<file path="src/rtl/bank_ctrl_pkg.sv">
// Package: shared constants and enumerations for the serial bank controller.
// Assumes nothing beyond IEEE 1800-2017.
package bank_ctrl_pkg;

    localparam int CFG_W  = 5;   // width of every configuration register
    localparam int CNT_W  = 3;   // shift bit counter width (0..4)
    localparam int IDX_W  = 2;   // register index width

    // Register index taken from address bits 14:13
    typedef enum logic [IDX_W-1:0] {
        REG_CTRL   = 2'd0,
        REG_PATLO  = 2'd1,
        REG_PATHI  = 2'd2,
        REG_PROG   = 2'd3
    } reg_idx_e;

    // Program window arrangement, control bits 3:2
    typedef enum logic [1:0] {
        PM_PAIR_A  = 2'd0,
        PM_PAIR_B  = 2'd1,
        PM_FIX_LO  = 2'd2,
        PM_FIX_HI  = 2'd3
    } prg_mode_e;

    // Nametable arrangement, control bits 1:0
    typedef enum logic [1:0] {
        MIR_ONE_A  = 2'd0,
        MIR_ONE_B  = 2'd1,
        MIR_VERT   = 2'd2,
        MIR_HORZ   = 2'd3
    } mirror_e;

    localparam logic [CFG_W-1:0] CTRL_RESET = 5'h1F;
    localparam logic [3:0]       LAST_BANK  = 4'hF;

endpackage

</file>
<file path="src/rtl/serial_loader.sv">
// Module: serial_loader
// Collects one data bit per accepted CPU register write, LSB first, and
// emits a commit pulse with the 5-bit value and the target index after the
// fifth bit. A write with data bit 7 set aborts the load. A register write
// in the CPU cycle right after an abort is rejected; the age counter
// advances only on cpu_cycle strobes. Assumes GUARD_CYCLES >= 2.
module serial_loader
    import bank_ctrl_pkg::*;
#(
    parameter int GUARD_CYCLES = 2
) (
    input  logic             clk,
    input  logic             rst_n,
    input  logic             cpu_cycle,
    input  logic             wr_en,
    input  logic [15:0]      addr,
    input  logic [7:0]       wdata,
    output logic             accept,
    output logic             abort_pulse,
    output logic             commit,
    output logic [IDX_W-1:0] commit_idx,
    output logic [CFG_W-1:0] commit_val
);

    localparam int AGE_W = (GUARD_CYCLES > 2) ? $clog2(GUARD_CYCLES) : 1;
    localparam logic [AGE_W-1:0] AGE_MAX = AGE_W'(GUARD_CYCLES - 1);
    localparam logic [CNT_W-1:0] LAST_BIT = CNT_W'(CFG_W - 1);

    logic [CFG_W-1:0] shift_q;
    logic [CNT_W-1:0] count_q;
    logic [AGE_W-1:0] age_q;
    logic             bit_write;

    // Decode which bus writes reach the register port and what they do
    always_comb begin
        accept      = cpu_cycle && wr_en && addr[15] && (age_q == AGE_MAX);
        abort_pulse = accept && wdata[7];
        bit_write   = accept && !wdata[7];
        commit      = bit_write && (count_q == LAST_BIT);
        commit_idx  = addr[14:13];
        commit_val  = {wdata[0], shift_q[CFG_W-1:1]};
    end

    // Shift register, bit counter and abort age state
    always_ff @(posedge clk) begin
        if (!rst_n) begin
            shift_q <= '0;
            count_q <= '0;
            age_q   <= AGE_MAX;
        end else if (abort_pulse) begin
            shift_q <= '0;
            count_q <= '0;
            age_q   <= '0;
        end else begin
            if (cpu_cycle && (age_q != AGE_MAX)) begin
                age_q <= age_q + 1'b1;
            end
            if (bit_write) begin
                if (commit) begin
                    shift_q <= '0;
                    count_q <= '0;
                end else begin
                    shift_q <= {wdata[0], shift_q[CFG_W-1:1]};
                    count_q <= count_q + 1'b1;
                end
            end
        end
    end

endmodule

</file>
<file path="src/rtl/cfg_regs.sv">
// Module: cfg_regs
// Holds the four 5-bit configuration registers. A commit writes the
// indexed register; an abort forces control bits 3:2 high.
// Assumes commit and abort never coincide (guaranteed by the loader).
module cfg_regs
    import bank_ctrl_pkg::*;
(
    input  logic             clk,
    input  logic             rst_n,
    input  logic             abort_pulse,
    input  logic             commit,
    input  logic [IDX_W-1:0] commit_idx,
    input  logic [CFG_W-1:0] commit_val,
    output logic [CFG_W-1:0] ctrl,
    output logic [CFG_W-1:0] pat_lo,
    output logic [CFG_W-1:0] pat_hi,
    output logic [CFG_W-1:0] prog
);

    localparam int NREGS = 1 << IDX_W;

    logic [CFG_W-1:0] regs_q [NREGS];

    // One storage element per register index
    for (genvar g = 0; g < NREGS; g++) begin : g_reg
        localparam logic [CFG_W-1:0] RST_VAL = (g == int'(REG_CTRL)) ? CTRL_RESET : '0;
        // Reset value, commit load and, for control only, the abort force
        always_ff @(posedge clk) begin
            if (!rst_n) begin
                regs_q[g] <= RST_VAL;
            end else if (commit && (commit_idx == IDX_W'(g))) begin
                regs_q[g] <= commit_val;
            end else if (abort_pulse && (g == int'(REG_CTRL))) begin
                regs_q[g][3:2] <= 2'b11;
            end
        end
    end

    // Name the register outputs
    always_comb begin
        ctrl   = regs_q[REG_CTRL];
        pat_lo = regs_q[REG_PATLO];
        pat_hi = regs_q[REG_PATHI];
        prog   = regs_q[REG_PROG];
    end

endmodule

</file>
<file path="src/rtl/bank_decode.sv">
// Module: bank_decode
// Turns the configuration registers into program and pattern bank numbers
// and the mirroring code. Purely combinational. Assumes PRG_BANKS and
// CHR_BANKS are powers of two no larger than 256, so truncation wraps.
module bank_decode
    import bank_ctrl_pkg::*;
#(
    parameter int PRG_W = 5,
    parameter int CHR_W = 5
) (
    input  logic [CFG_W-1:0] ctrl,
    input  logic [CFG_W-1:0] pat_lo,
    input  logic [CFG_W-1:0] pat_hi,
    input  logic [CFG_W-1:0] prog,
    output logic [1:0]       mirror_sel,
    output logic [PRG_W-1:0] prg_bank_lo,
    output logic [PRG_W-1:0] prg_bank_hi,
    output logic [CHR_W-1:0] chr_bank_lo,
    output logic [CHR_W-1:0] chr_bank_hi
);

    localparam int WIDE = 8;

    prg_mode_e       mode;
    logic [WIDE-1:0] outer;
    logic [WIDE-1:0] prog_w;
    logic [WIDE-1:0] pair_base;
    logic [WIDE-1:0] lo_full;
    logic [WIDE-1:0] hi_full;
    logic [WIDE-1:0] clo_full;
    logic [WIDE-1:0] chi_full;

    // Program window bank selection including the outer offset
    always_comb begin
        mode      = prg_mode_e'(ctrl[3:2]);
        outer     = {3'b000, pat_lo[4], 4'b0000};
        prog_w    = {3'b000, prog};
        pair_base = {prog_w[WIDE-1:1], 1'b0};
        case (mode)
            PM_FIX_HI: begin
                lo_full = prog_w + outer;
                hi_full = {4'b0000, LAST_BANK} + outer;
            end
            PM_FIX_LO: begin
                lo_full = outer;
                hi_full = prog_w + outer;
            end
            default: begin
                lo_full = pair_base + outer;
                hi_full = pair_base + outer + 1'b1;
            end
        endcase
        prg_bank_lo = lo_full[PRG_W-1:0];
        prg_bank_hi = hi_full[PRG_W-1:0];
    end

    // Pattern window bank selection, split or paired 4 KB halves
    always_comb begin
        if (ctrl[4]) begin
            clo_full = {3'b000, pat_lo};
            chi_full = {3'b000, pat_hi};
        end else begin
            clo_full = {3'b000, pat_lo[4:1], 1'b0};
            chi_full = {3'b000, pat_lo[4:1], 1'b1};
        end
        chr_bank_lo = clo_full[CHR_W-1:0];
        chr_bank_hi = chi_full[CHR_W-1:0];
    end

    // Mirroring code passes straight from control bits 1:0
    always_comb begin
        mirror_sel = ctrl[1:0];
    end

endmodule

</file>
<file path="src/rtl/wram_gate.sv">
// Module: wram_gate
// Decodes the 0x6000-0x7FFF work-RAM window, applies the disable bit unless
// the override input holds it on, and picks the 8 KB page when two are
// fitted. Combinational. Assumes WRAM_PAGES is 1 or 2.
module wram_gate
    import bank_ctrl_pkg::*;
#(
    parameter int WRAM_PAGES = 2
) (
    input  logic             cpu_cycle,
    input  logic             wr_en,
    input  logic [15:0]      addr,
    input  logic             always_on,
    input  logic [CFG_W-1:0] ctrl,
    input  logic [CFG_W-1:0] pat_lo,
    input  logic [CFG_W-1:0] prog,
    output logic             wram_cs,
    output logic             wram_we,
    output logic             wram_page
);

    logic in_window;
    logic enabled;

    // Window hit, enable and write strobe
    always_comb begin
        in_window = (addr[15:13] == 3'b011);
        enabled   = always_on || !prog[4];
        wram_cs   = in_window && enabled;
        wram_we   = wram_cs && wr_en && cpu_cycle;
    end

    if (WRAM_PAGES > 1) begin : g_two_pages
        // Page bit follows the pattern mode
        always_comb begin
            wram_page = ctrl[4] ? pat_lo[4] : pat_lo[3];
        end
    end else begin : g_one_page
        // Single page fitted
        always_comb begin
            wram_page = 1'b0;
        end
    end

endmodule

</file>
<file path="src/rtl/serial_bank_ctrl.sv">
// Module: serial_bank_ctrl (top)
// Serial-loaded bank mapping controller: loader, register file, bank
// decoder and work-RAM gate. Assumes cpu_cycle is high for exactly one
// clock per CPU bus cycle and that wr_en/addr/wdata are valid with it.
module serial_bank_ctrl
    import bank_ctrl_pkg::*;
#(
    parameter int PRG_BANKS    = 32,
    parameter int CHR_BANKS    = 32,
    parameter int WRAM_PAGES   = 2,
    parameter int GUARD_CYCLES = 2,
    localparam int PRG_W       = $clog2(PRG_BANKS),
    localparam int CHR_W       = $clog2(CHR_BANKS)
) (
    input  logic             clk,
    input  logic             rst_n,
    input  logic             cpu_cycle,
    input  logic             wr_en,
    input  logic [15:0]      addr,
    input  logic [7:0]       wdata,
    input  logic             wram_always_on,
    output logic [1:0]       mirror_sel,
    output logic [PRG_W-1:0] prg_bank_lo,
    output logic [PRG_W-1:0] prg_bank_hi,
    output logic [CHR_W-1:0] chr_bank_lo,
    output logic [CHR_W-1:0] chr_bank_hi,
    output logic             wram_cs,
    output logic             wram_we,
    output logic             wram_page
);

    logic             accept;
    logic             abort_pulse;
    logic             commit;
    logic [IDX_W-1:0] commit_idx;
    logic [CFG_W-1:0] commit_val;
    logic [CFG_W-1:0] ctrl_r;
    logic [CFG_W-1:0] patlo_r;
    logic [CFG_W-1:0] pathi_r;
    logic [CFG_W-1:0] prog_r;

    serial_loader #(.GUARD_CYCLES(GUARD_CYCLES)) u_loader (
        .clk        (clk),
        .rst_n      (rst_n),
        .cpu_cycle  (cpu_cycle),
        .wr_en      (wr_en),
        .addr       (addr),
        .wdata      (wdata),
        .accept     (accept),
        .abort_pulse(abort_pulse),
        .commit     (commit),
        .commit_idx (commit_idx),
        .commit_val (commit_val)
    );

    cfg_regs u_regs (
        .clk        (clk),
        .rst_n      (rst_n),
        .abort_pulse(abort_pulse),
        .commit     (commit),
        .commit_idx (commit_idx),
        .commit_val (commit_val),
        .ctrl       (ctrl_r),
        .pat_lo     (patlo_r),
        .pat_hi     (pathi_r),
        .prog       (prog_r)
    );

    bank_decode #(.PRG_W(PRG_W), .CHR_W(CHR_W)) u_decode (
        .ctrl       (ctrl_r),
        .pat_lo     (patlo_r),
        .pat_hi     (pathi_r),
        .prog       (prog_r),
        .mirror_sel (mirror_sel),
        .prg_bank_lo(prg_bank_lo),
        .prg_bank_hi(prg_bank_hi),
        .chr_bank_lo(chr_bank_lo),
        .chr_bank_hi(chr_bank_hi)
    );

    wram_gate #(.WRAM_PAGES(WRAM_PAGES)) u_wram (
        .cpu_cycle (cpu_cycle),
        .wr_en     (wr_en),
        .addr      (addr),
        .always_on (wram_always_on),
        .ctrl      (ctrl_r),
        .pat_lo    (patlo_r),
        .prog      (prog_r),
        .wram_cs   (wram_cs),
        .wram_we   (wram_we),
        .wram_page (wram_page)
    );

endmodule

</file>
<file path="config.mk">
export PLATFORM = sky130hd
export DESIGN_NAME = serial_bank_ctrl
export DESIGN_NICKNAME = d
export VERILOG_FILES = /design/src/rtl/bank_ctrl_pkg.sv /design/src/rtl/serial_loader.sv /design/src/rtl/cfg_regs.sv /design/src/rtl/bank_decode.sv /design/src/rtl/wram_gate.sv /design/src/rtl/serial_bank_ctrl.sv
export SDC_FILE = /design/constraint.sdc
export NUM_CORES = 1
export LEC_CHECK = 0
export ABC_AREA = 1
export BUFFER_PORTS_ARGS = -buffer_cell sky130_fd_sc_hd__buf_4
export CAP_MARGIN = 20
export CORE_AREA = 4 4 54 75
export CTS_CLUSTER_SIZE = 14
export DETAILED_ROUTE_END_ITERATION = 8
export DIE_AREA = 0 0 58 79
export HOLD_SLACK_MARGIN = 0.1
export PLACE_DENSITY = 0.75
export SYNTH_ARGS = -nofsm -noshare
export SYNTH_HDL_FRONTEND = slang
export SYNTH_SLANG_ARGS = --single-unit
</file>
<file path="constraint.sdc">
create_clock -name clk -period 1.85 [get_ports clk]
set_clock_uncertainty 0.15 [all_clocks]
set_input_delay 0.185 -clock clk [delete_from_list [all_inputs] [get_ports clk]]
set_output_delay 0.185 -clock clk [all_outputs]
set_load 0.005 [all_outputs]
</file>
### After elaboration in Yosys (flattened, before gate mapping)

Memory sizes are Yosys's and may differ from the RTL's.
Cells that the tools add are included.

| word-level totals | value |
|---|---|
| register bits after elaboration | 9 |
| bits in writable memories | 20 |
| output and inout port bits | 25 |
| logic and storage cells | 75 |
| memories | 1 |

| operators by class | value |
|---|---|
| $add $sub $neg | 6 |
| eq/ne operators | 7 |
| muxes and demuxes | 31 |
| bitwise operators | 7 |
| reductions and logical operators | 20 |

Memories:

| name | words | bits a word | read ports | clocked after memory_dff | write ports | RTL line | source |
|---|---|---|---|---|---|---|---|
| u_regs.regs_q | 4 | 5 | 4 | 0 | 4 | cfg_regs.sv:22 | `logic [CFG_W-1:0] regs_q [NREGS];` |

Operators with widths:

| cell | count |
|---|---|
| $mux W5 | 6 |
| $mux W1 | 21 |
| $pmux W5 S2 | 2 |
| $logic_and A1 B1 Y1 | 14 |
| $add A5 B5 Y5 | 2 |
| $eq A2 B2 Y1 const B | 4 |
| $add A4 B5 Y5 const A | 1 |
| $add A5 B1 Y5 const B | 1 |
| $or A1 B1 Y1 | 5 |
| $add A3 B1 Y3 const B | 1 |
| $eq A3 B2 Y1 const B | 1 |
| $eq A3 B3 Y1 const B | 1 |
| $mux W3 | 1 |
| $eq A2 B1 Y1 const B | 1 |
| $logic_not A1 Y1 | 2 |
| $logic_not A2 Y1 | 1 |
| $mux W2 | 1 |
| $not A1 Y1 | 2 |
| $reduce_bool A2 Y1 | 1 |
| $reduce_or A2 Y1 | 1 |
| $add A1 B1 Y1 const B | 1 |
| $logic_or A1 B1 Y1 | 1 |

### Logic depth before layout (Yosys ltp)

| logic depth | value |
|---|---|
| depth after elaboration | 11 |
| mapped depth | 7 |

### Cells and area by module

Synthesis repeated with hierarchy kept, for this count alone.

| second synthesis, totals | value |
|---|---|
| cells, all modules | 177 |
| area, all modules | 1,498.9 um2 |

Modules (own cells, without submodules):

| module | times used | cells each | area an instance (um2) | seq. area each (um2) |
|---|---|---|---|---|
| cfg_regs | 1 | 63 | 817.0 | 600.6 |
| serial_loader | 1 | 55 | 421.7 | 160.2 |
| bank_decode | 1 | 48 | 215.2 | 0.0 |
| wram_gate | 1 | 11 | 45.0 | 0.0 |

### Worst setup path after synthesis

OpenSTA, ideal clock, no wires.

| timing path | value |
|---|---|
| path kind | register -> register |
| start | reg u_loader.count_q[0] |
| end | mem u_regs.regs_q[1][0] (enable) |
| arrival time | 1.108 ns |
| data required time | 1.419 ns |
| slack | 0.311 ns |
| stages on the path, launching flop included | 7 |
| buffers on the path | 0 |
| cell sequence | dfxtp_1 > inv_1 > ha_1 > nand2_1 > clkinv_2 > nand4_4 > nand2_1 |

RTL lines:

| what | RTL line | source |
|---|---|---|
| start: declaration | serial_loader.sv:30 | `logic [CNT_W-1:0] count_q;` |
| start signal: assignment | serial_loader.sv:64 | `count_q <= count_q + 1'b1;` |
| end: declaration | cfg_regs.sv:22 |  |

==> impl_metrics.csv <==
group,metric,value,unit
status,status,"finished, final reports clean",
sta,fin_crit,1750,ps
sta,worstMarginPinSlew,337.2,ps
pwr,p_int,936.1,uW
layout,antenna_cells,0,
layout,nets,229,
sta,hold_slack,127.3,ps
global_routing,grt-ovfl-total,0,
critical_path,cp_data_arrival_time,1570,ps
clocking,root_buffer,"clkbuf_8",
clocking,insertion_delay,260,ps
sta,slew_viol_final,0,
sta,max_slew_margin,77.44,%
pwr,cellPowerDensity,623.5,nW/um^2
pwr,combinationalPowerShare,11.8,%
global_routing,grt_pass1_vias,1026,
clocking,cts_resized,0,
critical_path,reg2reg_depth,6,
sta,fin_tns_setup,0,ps
critical_path,cp-start-kind,"input port",
place,hpwlAfterDp,2086,microns
logic_synthesis,yosys_warnings,0,
pwr,total_power,1.191,mW
route,via_per_inst,4.747,
floorplanning,die_y,79,microns
route,postRouteAntennaNets,0,
pwr,p_sw_share,21.43,%
pwr,p_leak,0.8251,nW
sta,finalHoldViolations,0,
floorplanning,fp.coreArea,3378,sq um
critical_path,required,1670,ps
clocking,htree_levels,1,
clocking,clockBufferDepth,2,
clocking,cts_tree,"built",
floorplanning,num_rows,25,
logic_synthesis,yosys.area.top_type,"edfxtp_1",
route,routedWlPerCell,10.67,microns
place,port_buffers,34,
clocking,post-cts-setup-buffers,0,
logic_synthesis,synthDistinctLibCells,27,
logic_synthesis,syn-num-nets,194,
place,globalplace.congestion,0.7360,
sta,max_freq,571.6,MHz
global_routing,grt_max_degree,16,
place,dp.cells,230,
clocking,cts.sinks,28,
route,drt_wl_total,2529,microns
global_routing,antenna_found_initial,0,
layout,final_util,56.56,%
pwr,irDropWorstVdd,0.5309,mV
critical_path,crit_fanout,6,
critical_path,critPathKind,"input port to register",
logic_synthesis,synthCells,163,
floorplanning,dieArea,4582,sq um
logic_synthesis,synthTopCellsByArea,"edfxtp_1 38%, dfxtp_1 10%, nor3_2 9.5%",
sta,setup_viol,0,
min_path,holdCritPathClass,"input port to register",
pwr,switchingPower,255.3,uW
global_routing,grt_usage,12.40,%
floorplanning,io_pins,54,
logic_synthesis,synth.avg_cell_area,9.703,sq um
logic_synthesis,syn_area,1582,sq um
route,drc,0,
global_routing,grt_pass1_wl,4505,microns
logic_synthesis,async_flop_share,0,%
clocking,cts_hold_buf,3,
logic_synthesis,synth_top_cell_area_share,37.97,%
route,firstDrtPassIters,4,
sta,rsz0062_at_grt,"no",
min_path,min_path_cells,4,
job,drv_cap,0,
floorplanning,start_util,46.81,%
sta,period_share,94.57,%
pwr,clockPowerShare,30.0,%
critical_path,endpoint_kind,"register",
clocking,cts.clk_slew.worst_paths,90,ps
layout,post_route_cells_drive_above_1_share,35.03,%
clocking,cts_inserted_buffers,3,
pwr,seq_power_share,58.2,%
layout,areaGrowthSynthToFinish,20.81,%
route,drt-initial-drc-count,40,
logic_synthesis,synth_ff_type,"edfxtp_1",
logic_synthesis,synth_enable_flop_cells,20,
route,num_vias,1125,
logic_synthesis,ys_seq_area_share,48.10,%
layout,fin_cells,237,
floorplanning,die_x,58,microns
logic_synthesis,synth-seq-cells,28,
-- metrics by stage --
stage	area (sq um)	worst slack, ps
after global placement	1826	222.1
final	1911	100.5
after global routing	1911	13.69
after detailed placement	1826	204.0
after CTS	1911	84.50
after floorplan	1582	310.8
-- final cells by class --
| cell class | instances | area (sq um) |
|---|---|---|
| fill | 286 | 1468 |
| sequential | 28 | 760.7 |
| multi-input combinational | 101 | 635.6 |
| timing repair buffer | 39 | 300.3 |
| inverter | 25 | 108.9 |
| clock buffer | 4 | 55.05 |
| tap | 40 | 50.05 |
-- flip-flops by register name (all words and copies together) (netlist names) --
register,cells
u_regs.regs_q,20
u_loader.shift_q,4
u_loader.age_q,1
u_loader.count_q,3
-- synthesized netlist by cell type (3+ instances only) --
library cell,count
buf_4,7
dfxtp_1,8
edfxtp_1,20
inv_1,21
nand2_1,34
nand3_1,8
nand4_4,4
nor2_1,16
nor3_2,15
o21ai_0,6
o21ai_1,3
-- worst paths after layout --
| path | slack [ps] | from | to |
|---|---|---|---|
| max | 100 | cpu_cycle | u_regs.regs_q[2][0] |
| min | 130 | wdata[7] | u_loader.count_q[0] |
| max reg2reg | 200 | u_loader.count_q[0] | u_regs.regs_q[2][0] |
| min reg2reg | 340 | u_loader.count_q[0] | u_loader.count_q[0] |
-- worst max-delay path: stages --
cell	delay, ps
dlygate4sd3_1	520
buf_4	110
nand2_2	70
nor2_4	260
nand4_4	200
nand2_1	220
-- layout by cell type, fill, tap and decap left out, drive strengths merged --
cell type	Yosys	routed
or2	1	1
nor2	17	17
nand4	6	6
a21oi	2	2
edfxtp	20	20
nand2	37	37
ha	2	2
inv	23	23
nor4	1	1
xnor2	1	1
o21ai	9	9
dlygate4sd3	0	3
nor3	16	16
clkbuf	1	4
dfxtp	8	8
buf	8	36
nand3	9	9
bufinv	1	1
clkinv	1	1
-- power by group through the flow --
stage          sequential [mW]  combinational (mW)  clock [mW]
2_1_floorplan            0.706              0.0898           0
3_3_place_gp             0.708               0.136           0
3_5_place_dp             0.708               0.138           0
4_1_cts                  0.694               0.143       0.366
5_1_grt                  0.695               0.157       0.398
6_report                 0.693               0.141       0.357
-- routing by layer --
layer  wire length [microns]  GRT usage, %  vias to the layer above
met3                     157         1.138                        2
li1                        -             -                      596
met4                      25         5.104                        0
met1                    1020         14.27                      496
met5                       0             0                        -
met2                    1326         22.85                       31
-- cells by family (layout without fill, tap and decap cells) --
family	count (synthesis)	in the layout	synth area share, %
AOI/OAI and AO/OA	11	11	3.481
adders and majority gates	2	2	1.582
xor gates and xnor gates	1	1	0.5539
buffers and inverters	34	68	11.71
and+or+nand+nor	87	87	34.57
DFF	28	28	48.10
Note: power is estimated with default switching activity, not from simulation.
